`src/rtl/burst2d_pkg.sv`:
```
// Shared types for the 2-D window burst generator.
// Assumes nothing beyond a single clock domain.
package burst2d_pkg;
    typedef enum logic [0:0] {
        ST_IDLE = 1'b0,
        ST_RUN  = 1'b1
    } burst2d_state_t;

    localparam int SHIFT_W = 5;
endpackage

```
`src/rtl/burst2d_span.sv`:
```
// Works out the unit size shift and the first and last unit index covered
// by one line segment [x, x+w-1].
// Assumes w >= 1. Code 3 of bl_code is treated as BL8.
module burst2d_span #(
    parameter int XW        = 12,
    parameter int WW        = 8,
    parameter int BUS_BYTES = 4
) (
    input  logic [1:0]                       bl_code,
    input  logic [XW-1:0]                    x,
    input  logic [WW-1:0]                    w,
    output logic [burst2d_pkg::SHIFT_W-1:0]  ushift,
    output logic [XW:0]                      first_unit,
    output logic [XW:0]                      last_unit
);
    localparam int BUS_LOG = $clog2(BUS_BYTES);

    logic [XW:0] end_byte;

    // Map the burst code to log2 of the unit size and locate the segment's units.
    always_comb begin
        case (bl_code)
            2'd0:    ushift = burst2d_pkg::SHIFT_W'(BUS_LOG + 1);
            2'd1:    ushift = burst2d_pkg::SHIFT_W'(BUS_LOG + 2);
            default: ushift = burst2d_pkg::SHIFT_W'(BUS_LOG + 3);
        endcase
        end_byte   = {1'b0, x} + (XW+1)'(w) - (XW+1)'(1);
        first_unit = {1'b0, x} >> ushift;
        last_unit  = end_byte >> ushift;
    end
endmodule

```
`src/rtl/burst2d_map.sv`:
```
// Bank-interleaved address mapping. The absolute line picks the bank from
// its low bits, and its remaining bits select the line inside that bank.
// Assumes NBANKS is a power of two, at least 2.
module burst2d_map #(
    parameter int AW       = 32,
    parameter int LW       = 13,
    parameter int UW       = 13,
    parameter int NBANKS   = 4,
    parameter int COL_BITS = 10
) (
    input  logic [AW-1:0]                    frame_base,
    input  logic [AW-1:0]                    line_pitch,
    input  logic [LW-1:0]                    line_abs,
    input  logic [UW-1:0]                    unit_idx,
    input  logic [burst2d_pkg::SHIFT_W-1:0]  ushift,
    output logic [AW-1:0]                    addr,
    output logic [$clog2(NBANKS)-1:0]        bank,
    output logic [AW-COL_BITS-1:0]           row,
    output logic [COL_BITS-1:0]              col
);
    localparam int BKB = $clog2(NBANKS);

    logic [AW-1:0] line_in_bank;
    logic [AW-1:0] line_off;
    logic [AW-1:0] unit_off;

    // Form the in-bank address and split it into bank, row and column.
    always_comb begin
        line_in_bank = AW'(line_abs >> BKB);
        line_off     = line_in_bank * line_pitch;
        unit_off     = AW'(unit_idx) << ushift;
        addr         = frame_base + line_off + unit_off;
        bank         = line_abs[BKB-1:0];
        row          = addr[AW-1:COL_BITS];
        col          = addr[COL_BITS-1:0];
    end
endmodule

```
`src/rtl/burst2d_fetch.sv`:
```
// Top of the 2-D window burst generator. Takes one window request, then
// emits aligned whole-unit read requests line by line, left to right,
// with a running over-fetch count. Assumes req_w and req_h are at least 1,
// req_h does not exceed the line range, and frame_base and line_pitch are
// unit aligned.
module burst2d_fetch #(
    parameter int AW        = 32,
    parameter int XW        = 12,
    parameter int YW        = 12,
    parameter int WW        = 8,
    parameter int HW        = 8,
    parameter int BUS_BYTES = 4,
    parameter int NBANKS    = 4,
    parameter int COL_BITS  = 10
) (
    input  logic                          clk,
    input  logic                          rst_n,
    input  logic [1:0]                    bl_code,
    input  logic                          req_valid,
    output logic                          req_ready,
    input  logic [XW-1:0]                 req_x,
    input  logic [YW-1:0]                 req_y,
    input  logic [WW-1:0]                 req_w,
    input  logic [HW-1:0]                 req_h,
    input  logic [AW-1:0]                 frame_base,
    input  logic [AW-1:0]                 line_pitch,
    output logic                          bst_valid,
    input  logic                          bst_ready,
    output logic [AW-1:0]                 bst_addr,
    output logic [$clog2(NBANKS)-1:0]     bst_bank,
    output logic [AW-COL_BITS-1:0]        bst_row,
    output logic [COL_BITS-1:0]           bst_col,
    output logic                          bst_last,
    output logic signed [WW+HW+1:0]       over_bytes
);
    import burst2d_pkg::*;

    localparam int BKB = $clog2(NBANKS);
    localparam int UW  = XW + 1;
    localparam int LW  = YW + 1;
    localparam int OW  = WW + HW + 2;

    burst2d_state_t        st_q;
    logic [SHIFT_W-1:0]    ushift_q;
    logic [UW-1:0]         first_q, last_q, cur_q;
    logic [WW-1:0]         w_q;
    logic [HW-1:0]         hm1_q, line_q;
    logic [YW-1:0]         y_q;
    logic [AW-1:0]         base_q, pitch_q;
    logic signed [OW-1:0]  ovf_q;

    logic [SHIFT_W-1:0]    span_shift;
    logic [UW-1:0]         span_first, span_last;
    logic [LW-1:0]         line_abs;
    logic                  accept, take, line_end;
    logic signed [OW-1:0]  ovf_step;

    burst2d_span #(.XW(XW), .WW(WW), .BUS_BYTES(BUS_BYTES)) u_span (
        .bl_code    (bl_code),
        .x          (req_x),
        .w          (req_w),
        .ushift     (span_shift),
        .first_unit (span_first),
        .last_unit  (span_last)
    );

    burst2d_map #(.AW(AW), .LW(LW), .UW(UW), .NBANKS(NBANKS), .COL_BITS(COL_BITS)) u_map (
        .frame_base (base_q),
        .line_pitch (pitch_q),
        .line_abs   (line_abs),
        .unit_idx   (cur_q),
        .ushift     (ushift_q),
        .addr       (bst_addr),
        .bank       (bst_bank),
        .row        (bst_row),
        .col        (bst_col)
    );

    // Handshake decode, position flags and the over-fetch increment.
    always_comb begin
        req_ready = (st_q == ST_IDLE);
        bst_valid = (st_q == ST_RUN);
        accept    = req_valid && req_ready;
        take      = bst_valid && bst_ready;
        line_end  = (cur_q == last_q);
        bst_last  = bst_valid && line_end && (line_q == hm1_q);
        line_abs  = {1'b0, y_q} + LW'(line_q);
        ovf_step  = (OW'(1) << ushift_q) - ((cur_q == first_q) ? OW'(w_q) : OW'(0));
        over_bytes = ovf_q;
    end

    // Window walker: latch the request, then step the unit and line counters.
    always_ff @(posedge clk) begin
        if (!rst_n) begin
            st_q     <= ST_IDLE;
            ushift_q <= '0;
            first_q  <= '0;
            last_q   <= '0;
            cur_q    <= '0;
            w_q      <= '0;
            hm1_q    <= '0;
            line_q   <= '0;
            y_q      <= '0;
            base_q   <= '0;
            pitch_q  <= '0;
            ovf_q    <= '0;
        end else if (accept) begin
            st_q     <= ST_RUN;
            ushift_q <= span_shift;
            first_q  <= span_first;
            last_q   <= span_last;
            cur_q    <= span_first;
            w_q      <= req_w;
            hm1_q    <= req_h - HW'(1);
            line_q   <= '0;
            y_q      <= req_y;
            base_q   <= frame_base;
            pitch_q  <= line_pitch;
            ovf_q    <= '0;
        end else if (take) begin
            ovf_q <= ovf_q + ovf_step;
            if (!line_end) begin
                cur_q <= cur_q + UW'(1);
            end else if (line_q == hm1_q) begin
                st_q <= ST_IDLE;
            end else begin
                cur_q  <= first_q;
                line_q <= line_q + HW'(1);
            end
        end
    end

    // Held request must not change under back-pressure.
    p_hold_stable_r8: assert property (@(posedge clk) disable iff (!rst_n)
        (bst_valid && !bst_ready) |=> (bst_valid && $stable(bst_addr) && $stable(bst_bank) && $stable(bst_last)));

    // Taking the final request returns the block to idle.
    p_last_to_idle_r7: assert property (@(posedge clk) disable iff (!rst_n)
        (bst_valid && bst_ready && bst_last) |=> (!bst_valid && req_ready));

    // Crossing a line boundary steps to the next bank.
    p_bank_step_r5: assert property (@(posedge clk) disable iff (!rst_n)
        (take && line_end && !bst_last) |=> (bst_bank == BKB'($past(bst_bank) + 1'b1)));

    // Inside a line the bank stays put.
    p_bank_hold_r5: assert property (@(posedge clk) disable iff (!rst_n)
        (take && !line_end) |=> $stable(bst_bank));

    // Accepted request blocks further requests.
    p_busy_blocks_r10: assert property (@(posedge clk) disable iff (!rst_n)
        accept |=> (!req_ready && bst_valid && over_bytes == 0));

    // After a full line the over-fetch count is never negative.
    p_ovf_nonneg_r9: assert property (@(posedge clk) disable iff (!rst_n)
        (take && line_end) |=> (over_bytes >= 0));
endmodule

```
`config.mk`:
```
export PLATFORM = sky130hd
export DESIGN_NAME = burst2d_fetch
export DESIGN_NICKNAME = d
export VERILOG_FILES = /design/src/rtl/burst2d_pkg.sv /design/src/rtl/burst2d_span.sv /design/src/rtl/burst2d_map.sv /design/src/rtl/burst2d_fetch.sv
export SDC_FILE = /design/constraint.sdc
export NUM_CORES = 1
export LEC_CHECK = 0
export BUFFER_PORTS_ARGS = -buffer_cell sky130_fd_sc_hd__buf_4
export CORE_ASPECT_RATIO = 0.8
export CORE_MARGIN = 2
export CORE_UTILIZATION = 60
export DETAILED_ROUTE_END_ITERATION = 16
export PLACE_DENSITY = 0.86
export SKIP_LAST_GASP = 1
export SYNTH_ARGS = -nofsm -noshare
export SYNTH_HDL_FRONTEND = slang
export SYNTH_SLANG_ARGS = --single-unit
```
`constraint.sdc`:
```
create_clock -name clk -period 18.1 [get_ports clk]
set_input_delay 3.62 -clock clk [delete_from_list [all_inputs] [get_ports clk]]
set_output_delay 3.62 -clock clk [all_outputs]
set_load 0.005 [all_outputs]
```
==> out/qor.yml, run 1 <==
seq_area_um2: 3200
syn_area_um2: 19500
synth_most_common_cell: "nand2_1"
finalHoldViolCount: 0
htreeDepth: 4
ir_worst_vdd_mv: 0.0661
ys.flop_type: "dfxtp_1"
synth-seq-cells: 160
power_leakage_nw: 10.2
post-place-cells: 2910
grt_pass1_wl_um: 81100
fin_skew_ns: 0.0114
clk_latency_ns: 0.46
drv_slew: 0
cpMaxStageDelayCell: "fa_1"
vias_per_cell: 5.58
synth_area_leader_cell: "fa_1"
routed_wl_um: 49100
dr.pass1.iters: 5
critical_path.most_common_cell: "fa_1"
grt_max_degree: 97
setup_viol: 0
cp-end-kind: "output pin"
drc: 0
setup_tns_ns: 0
seq_area_frac_synth_pct: 16.4
min_path_type: "reg2reg"
num_io_pins: 197
utilization_pct: 66.9
r2r_start: "cur_q[6]$_SDFFE_PN0P_"
port_buffers: 196
grt_pass1_vias: 16740
cp_max_fo: 25
syn-num-nets: 2932
final_area_um2: 21600
setup_ws_ns: 6.04
async_flop_share_pct: 0
core-area_um2: 32300
cp.arrival_ns: 8.44
finalCritPeriodShare_pct: 66.6
synth_common_cells: "nand2_1, inv_1, fa_1, a21oi_1, dfxtp_1"
r2r_slack_ns: 12.72
wl_per_cell_um: 16.7
cts_root_buf: "clkbuf_16"
instances_no_fill: 2942
relSlewSlack_pct: 30.2
r2r_end: "over_bytes[15]$_SDFFE_PP0P_"
yosysWarnings: 0
cts_tree: "yes"
cts_buffer_depth: 2
die_area_um2: 34000
multi_input_area_um2: 14000
reg2reg_depth: 18
power_mw: 1.32
yosys.cell_types.count: 62
antenna_found_initial: 0
track_usage_pct: 30.1
fin_hold_ws_ns: 0.456
numCtsBuffers: 17
whs_path_depth: 2
dieWidth_um: 206
crit_required_ns: 14.48
layout-area-overhead-vs-synth_pct: 10.6
vias: 16413
fillers: 2508
n_antenna_cell: 0
critPathKind: "reg2out"
ys_top_cells_by_area: "fa_1, dfxtp_1, nand2_1"
grt_overflow_total: 0
placed_area_um2: 21000
rsz0062_at_grt: "false"
drive_gt1_share_pct: 10.9
maxCapViolCount: 0
row_count: 59
cts_setup_buffers: 0
pre_cts_ws_ns: 6.70
power_density_nw_per_um2: 61.2
status: "complete, no violations"
drtIter0Drc: 1324
dp_hpwl_um: 37800
max_freq_ghz: 0.0829
hold_end: "base_q[27]$_SDFFE_PN0P_"
tightestPinTransition_ns: 1.04
period_minus_slack_ns: 12.06
synth-edff-count: 0
syn-instance-count: 2434
synth.avg_cell_area_um2: 8.02
cts_sinks: 160
die_y_um: 165
hp-start: "base_q[27]$_SDFFE_PN0P_"
synth_top_area_share_pct: 28.5
finish.net_count: 3000
cts_resized: 0
ant_nets: 0
clk_pin_slew_ns: 0.07
slowest_delay_ns: 0.55
hold_buffers: 0
gp_congestion: 0.907
startpoint_type: "register"
initial_core_util_pct: 60.5
==> worst max path at each step <==
stage                           start           end  slack (ns)
3_5_place_dp   line_q[0]$_SDFFE_PP0P_   bst_row[21]        6.70
5_1_grt        line_q[1]$_SDFFE_PP0P_   bst_row[21]        5.57
3_3_place_gp   line_q[0]$_SDFFE_PP0P_  bst_addr[31]        6.80
2_1_floorplan  line_q[0]$_SDFFE_PP0P_   bst_row[21]        7.52
4_1_cts        line_q[1]$_SDFFE_PP0P_   bst_row[21]        6.17
6_report       line_q[1]$_SDFFE_PP0P_   bst_row[21]        6.04
==> power breakdown <==
group / internal (mW) / leakage, nW / switching (mW)
clock network: 0.214 / 0.289 / 0.170
logic: 0.242 / 8.62 / 0.287
registers: 0.373 / 1.31 / 0.0343
==> routing by layer <==
metal  part of all wire [%]  track usage [%]
met1                     41             39.0
met2                     47             50.1
met3                    8.7             6.18
met4                    3.4             11.2
met5                      0                0
==> registers in the layout, summed over array words and instances, names as in the netlist <==
| register | cells |
|---|---|
| base_q | 32 |
| over_bytes | 18 |
| y_q | 12 |
| first_q | 12 |
| pitch_q | 32 |
| line_q | 8 |
| cur_q | 13 |
| w_q | 8 |
| last_q | 13 |
| bst_valid | 1 |
| ushift_q | 3 |
| hm1_q | 8 |
==> final cells by class <==
cell class,count,area share (%)
Clock inverter,12,0.684
Inverter,431,7.51
Timing Repair Buffer,212,7.38
Sequential cell,160,14.9
Tap cell,427,2.48
Multi-Input combinational cell,1680,65.0
Clock buffer,20,2.12
==> cell families (layout without fill, tap and decap cells) <==
group | after synthesis | after routing | share of synthesized area, %
AND/OR/NAND/NOR | 782 | 782 | 18.0
flip-flops | 160 | 160 | 16.4
buffers and inverters | 594 | 675 | 12.1
AO/OA/AOI/OAI | 371 | 371 | 11.4
XOR/XNOR | 118 | 118 | 5.44
adder cells (fa/ha/maj) | 388 | 388 | 35.6
multiplexers | 21 | 21 | 1.12
==> worst max-delay path: cells and delay by family (launching register included) <==
family	cells	cell delay, ns
simple gates	2	0.24
compound gates	13	3.21
fa+ha+maj	7	3.10
xor+xnor	2	0.32
buf+inv	5	0.63
flops	1	0.47
==> cells in the final DEF (no fill, tap or decap), types with 12 or more instances in the layout <==
cell	count
and2_1	71
xnor2_1	71
a21o_1	24
nor2_1	77
and3_1	13
nor2b_1	48
a21oi_1	178
nor3_1	12
mux2i_1	14
fa_1	278
clkbuf_16	17
o211ai_1	25
dfxtp_1	160
xor2_1	39
nand2b_1	17
buf_4	212
nand3_1	22
nand4_1	13
nand2_1	471
inv_1	429
o21ai_0	71
ha_1	110
a211oi_1	17
(Power assumes the default switching activity.)
==> inputs of run 2 (changes only) <==
Settings changed: ABC_AREA set to 1.
Clock period 18.1 ns to 11.1 ns, I/O delays scaled along.
==> run 2 against run 1 <==
  * Combinational power grew to 3.2 times the previous value
  * Worst setup slack lost 4.9 ns
  * Largest power group unchanged
  * Flip-flop and latch count is the same
  * Largest cell class unchanged
  * Register-to-register slack lost 6.2 ns
==> out/qor.yml, run 2 <==
initial_core_util_pct: 61.1  # +0.63 points
antenna_found_initial: 0  # unchanged
grt_overflow_total: 0  # unchanged
grt_pass1_wl_um: 88000  # +8.6%
setup_tns_ns: 0  # unchanged
cts_sinks: 160  # unchanged
dieWidth_um: 208  # +1.1%
yosysWarnings: 0  # unchanged
cts_tree: "yes"
synth_top_family_by_area: "adder cells"
reg2reg_depth: 24  # +6
cts_buffer_depth: 2  # unchanged
yosys.area_share.simple_pct: 18.1  # +0.13 points
finalCritPeriodShare_pct: 89.5
r2r_start: "cur_q[3]$_SDFFE_PN0P_"
max_freq_ghz: 0.101
yosys.cell_types.count: 49  # -21%
synth_area_leader_cell: "fa_1"
core-area_um2: 32600  # +1.1%
rsz0062_at_grt: "false"
fin_hold_ws_ns: 0.457  # +0.00103 ns
synth_fa_ha_area_share_pct: 34.8  # -0.77 points
setup_viol: 0  # unchanged
maxCapViolCount: 0  # unchanged
synth.avg_cell_area_um2: 7.28  # -9.1%
ys.flop_type: "dfxtp_1"
combPwrFrac_pct: 56.6  # +17 points
numCtsBuffers: 17  # unchanged
clk_latency_ns: 0.46  # about the same
fin_skew_ns: 0.0106  # -0.000777 ns
final_common_cell: "inv_1"
ys_top_cells_by_area: "fa_1, dfxtp_1, inv_1"
crit_required_ns: 8.88  # -5.60 ns
power.internal_mw: 1.71  # +110%
cts_setup_buffers: 0  # unchanged
synth-xor-area-share_pct: 3.73  # -1.7 points
vias_per_cell: 5.50  # -1.5%
n_antenna_cell: 0  # unchanged
cpMaxStageDelayCell: "nand2_1"
switchingPower_mw: 1.26  # +160%
num_io_pins: 197  # unchanged
relSlewSlack_pct: 22.1  # -8.1 points
die_area_um2: 34700  # +2.2%
synth_common_cells: "inv_1, nand2_1, fa_1, nor2_1, o21ai_0"
power_density_nw_per_um2: 135  # +120%
tightestPinTransition_ns: 1.17  # +0.130 ns
hold_buffers: 0  # unchanged
port_buffers: 196  # unchanged
die_y_um: 167  # +1.1%
async_flop_share_pct: 0  # unchanged
drive_gt1_share_pct: 9.00  # -1.9 points
dp_hpwl_um: 43100  # +14%
cp_max_fo: 21  # -16%
power_leakage_nw: 11.0  # +7.9%
cp.arrival_ns: 7.72  # -0.72 ns
cts_root_buf: "clkbuf_16"
final_cell_mix: "inv_1, nand2_1, fa_1"
ant_nets: 0  # unchanged
synth_compound_area_share_pct: 11.8  # +0.44 points
ir_worst_vdd_mv: 0.101  # +53%
finalHoldViolCount: 0  # unchanged
swShare_pct: 42.3  # +5.1 points
startpoint_type: "register"
period_minus_slack_ns: 9.94
synth_top_area_share_pct: 27.9  # -0.61 points
min_path_type: "reg2reg"
r2r_slack_ns: 6.53  # -6.19 ns
synth.area.mux_share_pct: 0.251  # -0.87 points
cp-end-kind: "output pin"
slowest_delay_ns: 0.59  # +0.04 ns
fillers: 2734  # +9.0%
drc: 0  # unchanged
syn-instance-count: 2738  # +12%
wl_per_cell_um: 16.2  # -2.8%
synth-edff-count: 0  # unchanged
clock_power_share_pct: 20.6  # -8.5 points
grt_max_degree: 75  # -23%
syn-num-nets: 3236  # +10%
status: "complete, no violations"
gp_congestion: 1.03  # +13%
r2r_end: "over_bytes[14]$_SDFFE_PP0P_"
critical_path.most_common_cell: "nand2_1"
whs_path_depth: 2  # unchanged
clk_pin_slew_ns: 0.06  # about the same
htreeDepth: 4  # unchanged
track_usage_pct: 31.4  # +1.3 points
seq_area_frac_synth_pct: 16.1  # -0.35 points
layout-area-overhead-vs-synth_pct: 10.1
endpoint: "bst_row[20]"
routed_wl_um: 52900  # +7.7%
syn_area_um2: 19900  # +2.2%
dr.pass1.iters: 6  # +1
setup_ws_ns: 1.16  # -4.88 ns
seqPwrFrac_pct: 22.8  # -8.0 points
vias: 17928  # +9.2%
cp-startpoint: "line_q[0]$_SDFFE_PP0P_"
grt_pass1_vias: 18269  # +9.1%
synth-seq-cells: 160  # unchanged
cts_resized: 0  # unchanged
pre_cts_ws_ns: 1.75  # -4.94 ns
finish.net_count: 3322  # +11%
critPathKind: "reg2out"
row_count: 59  # unchanged
drtIter0Drc: 1592  # +20%
synth_most_common_cell: "inv_1"
drv_slew: 0  # unchanged
run 2: changes by cell type after synthesis, moves of 39 or more:
cell	delta
inv_1	+189
nor2_1	+163
o21ai_0	+122
and2_1	-71
nand3_1	+60
clkbuf_1	-50
nor2b_1	-49
xnor2_1	-41
nand2_1	+39
run 2: worst min path at each step:
| stage | from | slack (ns) | endpoint |
|---|---|---|---|
| 5_1_grt | last_q[11]$_SDFFE_PN0P_ | 0.47 | last_q[11]$_SDFFE_PN0P_ |
| 3_3_place_gp | last_q[12]$_SDFFE_PN0P_ | 0.44 | last_q[12]$_SDFFE_PN0P_ |
| 2_1_floorplan | last_q[10]$_SDFFE_PN0P_ | 0.43 | last_q[10]$_SDFFE_PN0P_ |
| 6_report | last_q[10]$_SDFFE_PN0P_ | 0.46 | last_q[10]$_SDFFE_PN0P_ |
| 3_5_place_dp | last_q[10]$_SDFFE_PN0P_ | 0.45 | last_q[10]$_SDFFE_PN0P_ |
| 4_1_cts | last_q[10]$_SDFFE_PN0P_ | 0.46 | last_q[10]$_SDFFE_PN0P_ |
run 2: kinds of logic after synthesis:
family / count (synthesis)
xor gates and xnor gates: 85
adders and majority gates: 388
AOI/OAI and AO/OA: 441
buffers and inverters: 765
DFF: 160
and+or+nand+nor: 894
muxes: 5
run 2: metrics by stage:
step	total power, mW	cell area, um^2	cells	util (%)
after floorplan	1.83	19900	2738	-
after global placement	2.30	21400	3232	65.5
after detailed placement	2.35	21400	3232	65.5
after CTS	2.97	21900	3261	67.3
after global routing	3.21	21900	3261	67.3
final	2.97	21900	3261	67.3
run 2: area by class of cell:
cell class | count | area (um^2) | area share (%)
clock inverter | 9 | 135 | 0.616
tap | 427 | 534 | 2.43
inverter | 626 | 2360 | 10.7
clock buffer | 20 | 447 | 2.04
multi-input combinational | 1813 | 13700 | 62.5
sequential | 160 | 3200 | 14.6
timing repair buffer | 206 | 1550 | 7.05
run 2: power by group through the flow:
stage	logic [mW]	clock network [mW]	registers (mW)
finish	1.68	0.613	0.677
floorplan	1.18	0	0.650
global placement	1.61	0	0.685
global route	1.89	0.641	0.681
CTS	1.68	0.619	0.674
detailed placement	1.67	0	0.687
run 2: per-layer routing:
layer	share of wire, %	vias to the layer above	GRT usage (%)
met5	0	-	0
met4	2.6	0	9.59
met3	9.7	116	7.62
met2	47	812	52.1
met1	41	8548	40.9
li1	-	8452	-
run 2: worst max-delay path: cells and delay by family, from the launching register on:
family / cells / cell delay [ns]
AND/OR/NAND/NOR: 13 / 2.03
flip-flops: 1 / 0.38
AO/OA/AOI/OAI: 3 / 0.61
buffers and inverters: 6 / 0.70
adder cells (fa/ha/maj): 8 / 3.35
XOR/XNOR: 1 / 0.19
==> inputs of run 3 (changes only) <==
Settings changed: PLACE_DENSITY 0.86 to 0.8, SLEW_MARGIN set to 25.
==> run 3 against run 2 <==
  * Fmax down 2.2%
  * Flip-flop and latch count did not move
  * First-iteration DRC count fell by 3.3%
  * Wire length up 2.2%
  * Via count decreased by 0.20%
  * Design area shrank 0.11%
  * Count of clock-buffer cells in the layout unchanged
  * Sequential share of layout area about the same
  * Worst hold slack improved by 0.0010 ns
  * Clock skew hardly changed
  * Critical path depth decreased by 2
  * Largest cell class unchanged
  * Largest power group unchanged
==> out/qor.yml, run 3 (synthesis gave the netlist of run 2 again) <==
antenna_found_initial: 1  # +1
slowest_delay_ns: 0.64  # +0.05 ns
drtIter0Drc: 1540  # -3.3%
n_antenna_cell: 0  # unchanged
htreeDepth: 4  # unchanged
grt_pass1_vias: 18052  # -1.2%
cts_sinks: 160  # unchanged
pre_cts_ws_ns: 1.53  # -0.227 ns
core-area_um2: 32600  # unchanged
hold_buffers: 0  # unchanged
die_area_um2: 34700  # unchanged
final_common_cell: "inv_1"
maxCapViolCount: 0  # unchanged
dr.pass1.iters: 6  # unchanged
port_buffers: 196  # unchanged
grt_pass1_wl_um: 89200  # +1.3%
r2r_slack_ns: 6.54  # about the same
dp_hpwl_um: 43400  # +0.72%
max_freq_ghz: 0.0984  # -2.2%
layout-area-overhead-vs-synth_pct: 9.94
setup_ws_ns: 0.934  # -0.228 ns
cts_root_buf: "clkbuf_16"
status: "complete, no violations"
drv_slew: 0  # unchanged
cp_max_fo: 20  # -4.8%
die_y_um: 167  # unchanged
vias_per_cell: 5.48  # -0.26%
crit_required_ns: 8.88  # about the same
post-place-cells: 3232  # unchanged
r2r_end: "over_bytes[14]$_SDFFE_PP0P_"
numCtsBuffers: 17  # unchanged
cts_resized: 0  # unchanged
startpoint_type: "register"
grt_max_degree: 109  # +45%
cts_setup_buffers: 0  # unchanged
rsz0062_at_grt: "false"
wl_per_cell_um: 16.6  # +2.1%
vias: 17892  # -0.20%
drive_gt1_share_pct: 9.03  # +0.029 points
min_path_type: "reg2reg"
critPathKind: "reg2out"
cp-end-kind: "output pin"
relSlewSlack_pct: 30.9  # +8.8 points
setup_tns_ns: 0  # unchanged
ant_nets: 0  # unchanged
dieWidth_um: 208  # unchanged
final_cell_mix: "inv_1, nand2_1, fa_1"
r2r_start: "cur_q[3]$_SDFFE_PN0P_"
power_leakage_nw: 11.0  # about the same
track_usage_pct: 32.1  # +0.64 points
fin_skew_ns: 0.0111  # +0.000459 ns
clk_latency_ns: 0.46  # about the same
critical_path.most_common_cell: "nand2_1"
finish.net_count: 3322  # unchanged
tightestPinTransition_ns: 1.03  # -0.134 ns
clk_pin_slew_ns: 0.07  # about the same
fillers: 2814  # +2.9%
reg2reg_depth: 23  # -4.2%
finalHoldViolCount: 0  # unchanged
endpoint: "bst_row[20]"
initial_core_util_pct: 61.1  # unchanged
routed_wl_um: 54100  # +2.2%
utilization_pct: 67.2  # -0.077 points
power_density_nw_per_um2: 135  # -0.51%
instances_no_fill: 3263  # +0.061%
cts_buffer_depth: 2  # unchanged
cp.arrival_ns: 7.95  # +0.23 ns
grt_overflow_total: 0  # unchanged
cts_tree: "yes"
period_minus_slack_ns: 10.17  # +0.228 ns
num_io_pins: 197  # unchanged
gp_congestion: 0.991  # -3.6%
setup_viol: 0  # unchanged
ir_worst_vdd_mv: 0.135  # +33%
drc: 0  # unchanged
hp-start: "last_q[12]$_SDFFE_PN0P_"
finalCritPeriodShare_pct: 91.6  # +2.1 points
row_count: 59  # unchanged
cpMaxStageDelayCell: "inv_1"
cp-startpoint: "line_q[5]$_SDFFE_PP0P_"
-- run 3: changes by cell type in the layout (fill, tap and decap cells not counted) --
| cell | previous run | this run |
|---|---|---|
| xor2_2 | 1 | 0 |
| clkinvlp_4 | 3 | 1 |
| inv_6 | 2 | 3 |
| clkbuf_8 | 1 | 0 |
| clkinv_2 | 2 | 3 |
| bufinv_16 | 3 | 1 |
| clkinv_4 | 0 | 4 |
| clkbuf_1 | 2 | 3 |
| xor2_4 | 0 | 1 |
-- run 3: layout make-up --
type / instances / area (um^2) / area share (%)
clock buffers: 20 / 437 / 1.99
clock inverters: 11 / 109 / 0.497
inverters: 626 / 2360 / 10.7
multi-input cells: 1813 / 13700 / 62.7
flip-flops and latches: 160 / 3200 / 14.6
well taps: 427 / 534 / 2.44
repair buffers: 206 / 1550 / 7.05
-- run 3: worst min path at each step --
| stage | to | slack [ns] | depth (start not counted) |
|---|---|---|---|
| 6_report | last_q[12]$_SDFFE_PN0P_ | 0.46 | 2 |
| 5_1_grt | last_q[12]$_SDFFE_PN0P_ | 0.47 | 2 |
| 4_1_cts | last_q[12]$_SDFFE_PN0P_ | 0.46 | 2 |
| 3_5_place_dp | last_q[12]$_SDFFE_PN0P_ | 0.44 | 2 |
| 3_3_place_gp | last_q[10]$_SDFFE_PN0P_ | 0.44 | 2 |
| 2_1_floorplan | last_q[10]$_SDFFE_PN0P_ | 0.43 | 2 |
-- run 3: through the flow --
stage	power, mW	hold WS, ns	area, um^2
2_1_floorplan	1.83	0.430	19900
3_3_place_gp	2.32	0.440	21400
3_5_place_dp	2.36	0.445	21400
4_1_cts	2.95	0.457	21900
5_1_grt	3.19	0.472	21900
6_report	2.95	0.458	21900
-- run 3: layer usage --
| layer | part of all wire (%) | global-route usage, % |
|---|---|---|
| met1 | 43 | 43.5 |
| met2 | 45 | 51.3 |
| met3 | 8.9 | 7.11 |
| met4 | 2.8 | 10.5 |
| met5 | 0 | 0 |
-- run 3: where the power goes --
part           internal, mW  switching (mW)  total [mW]
clock network         0.310           0.273       0.583
registers             0.617          0.0591       0.676
logic                 0.738           0.954        1.69
-- run 3: worst max-delay path: cells and delay by family (launching register included) --
family | cells | cell delay, ns
xor+xnor | 1 | 0.21
compound gates | 5 | 1.11
simple gates | 10 | 1.41
buf+inv | 6 | 1.04
flops | 1 | 0.46
fa+ha+maj | 7 | 3.25
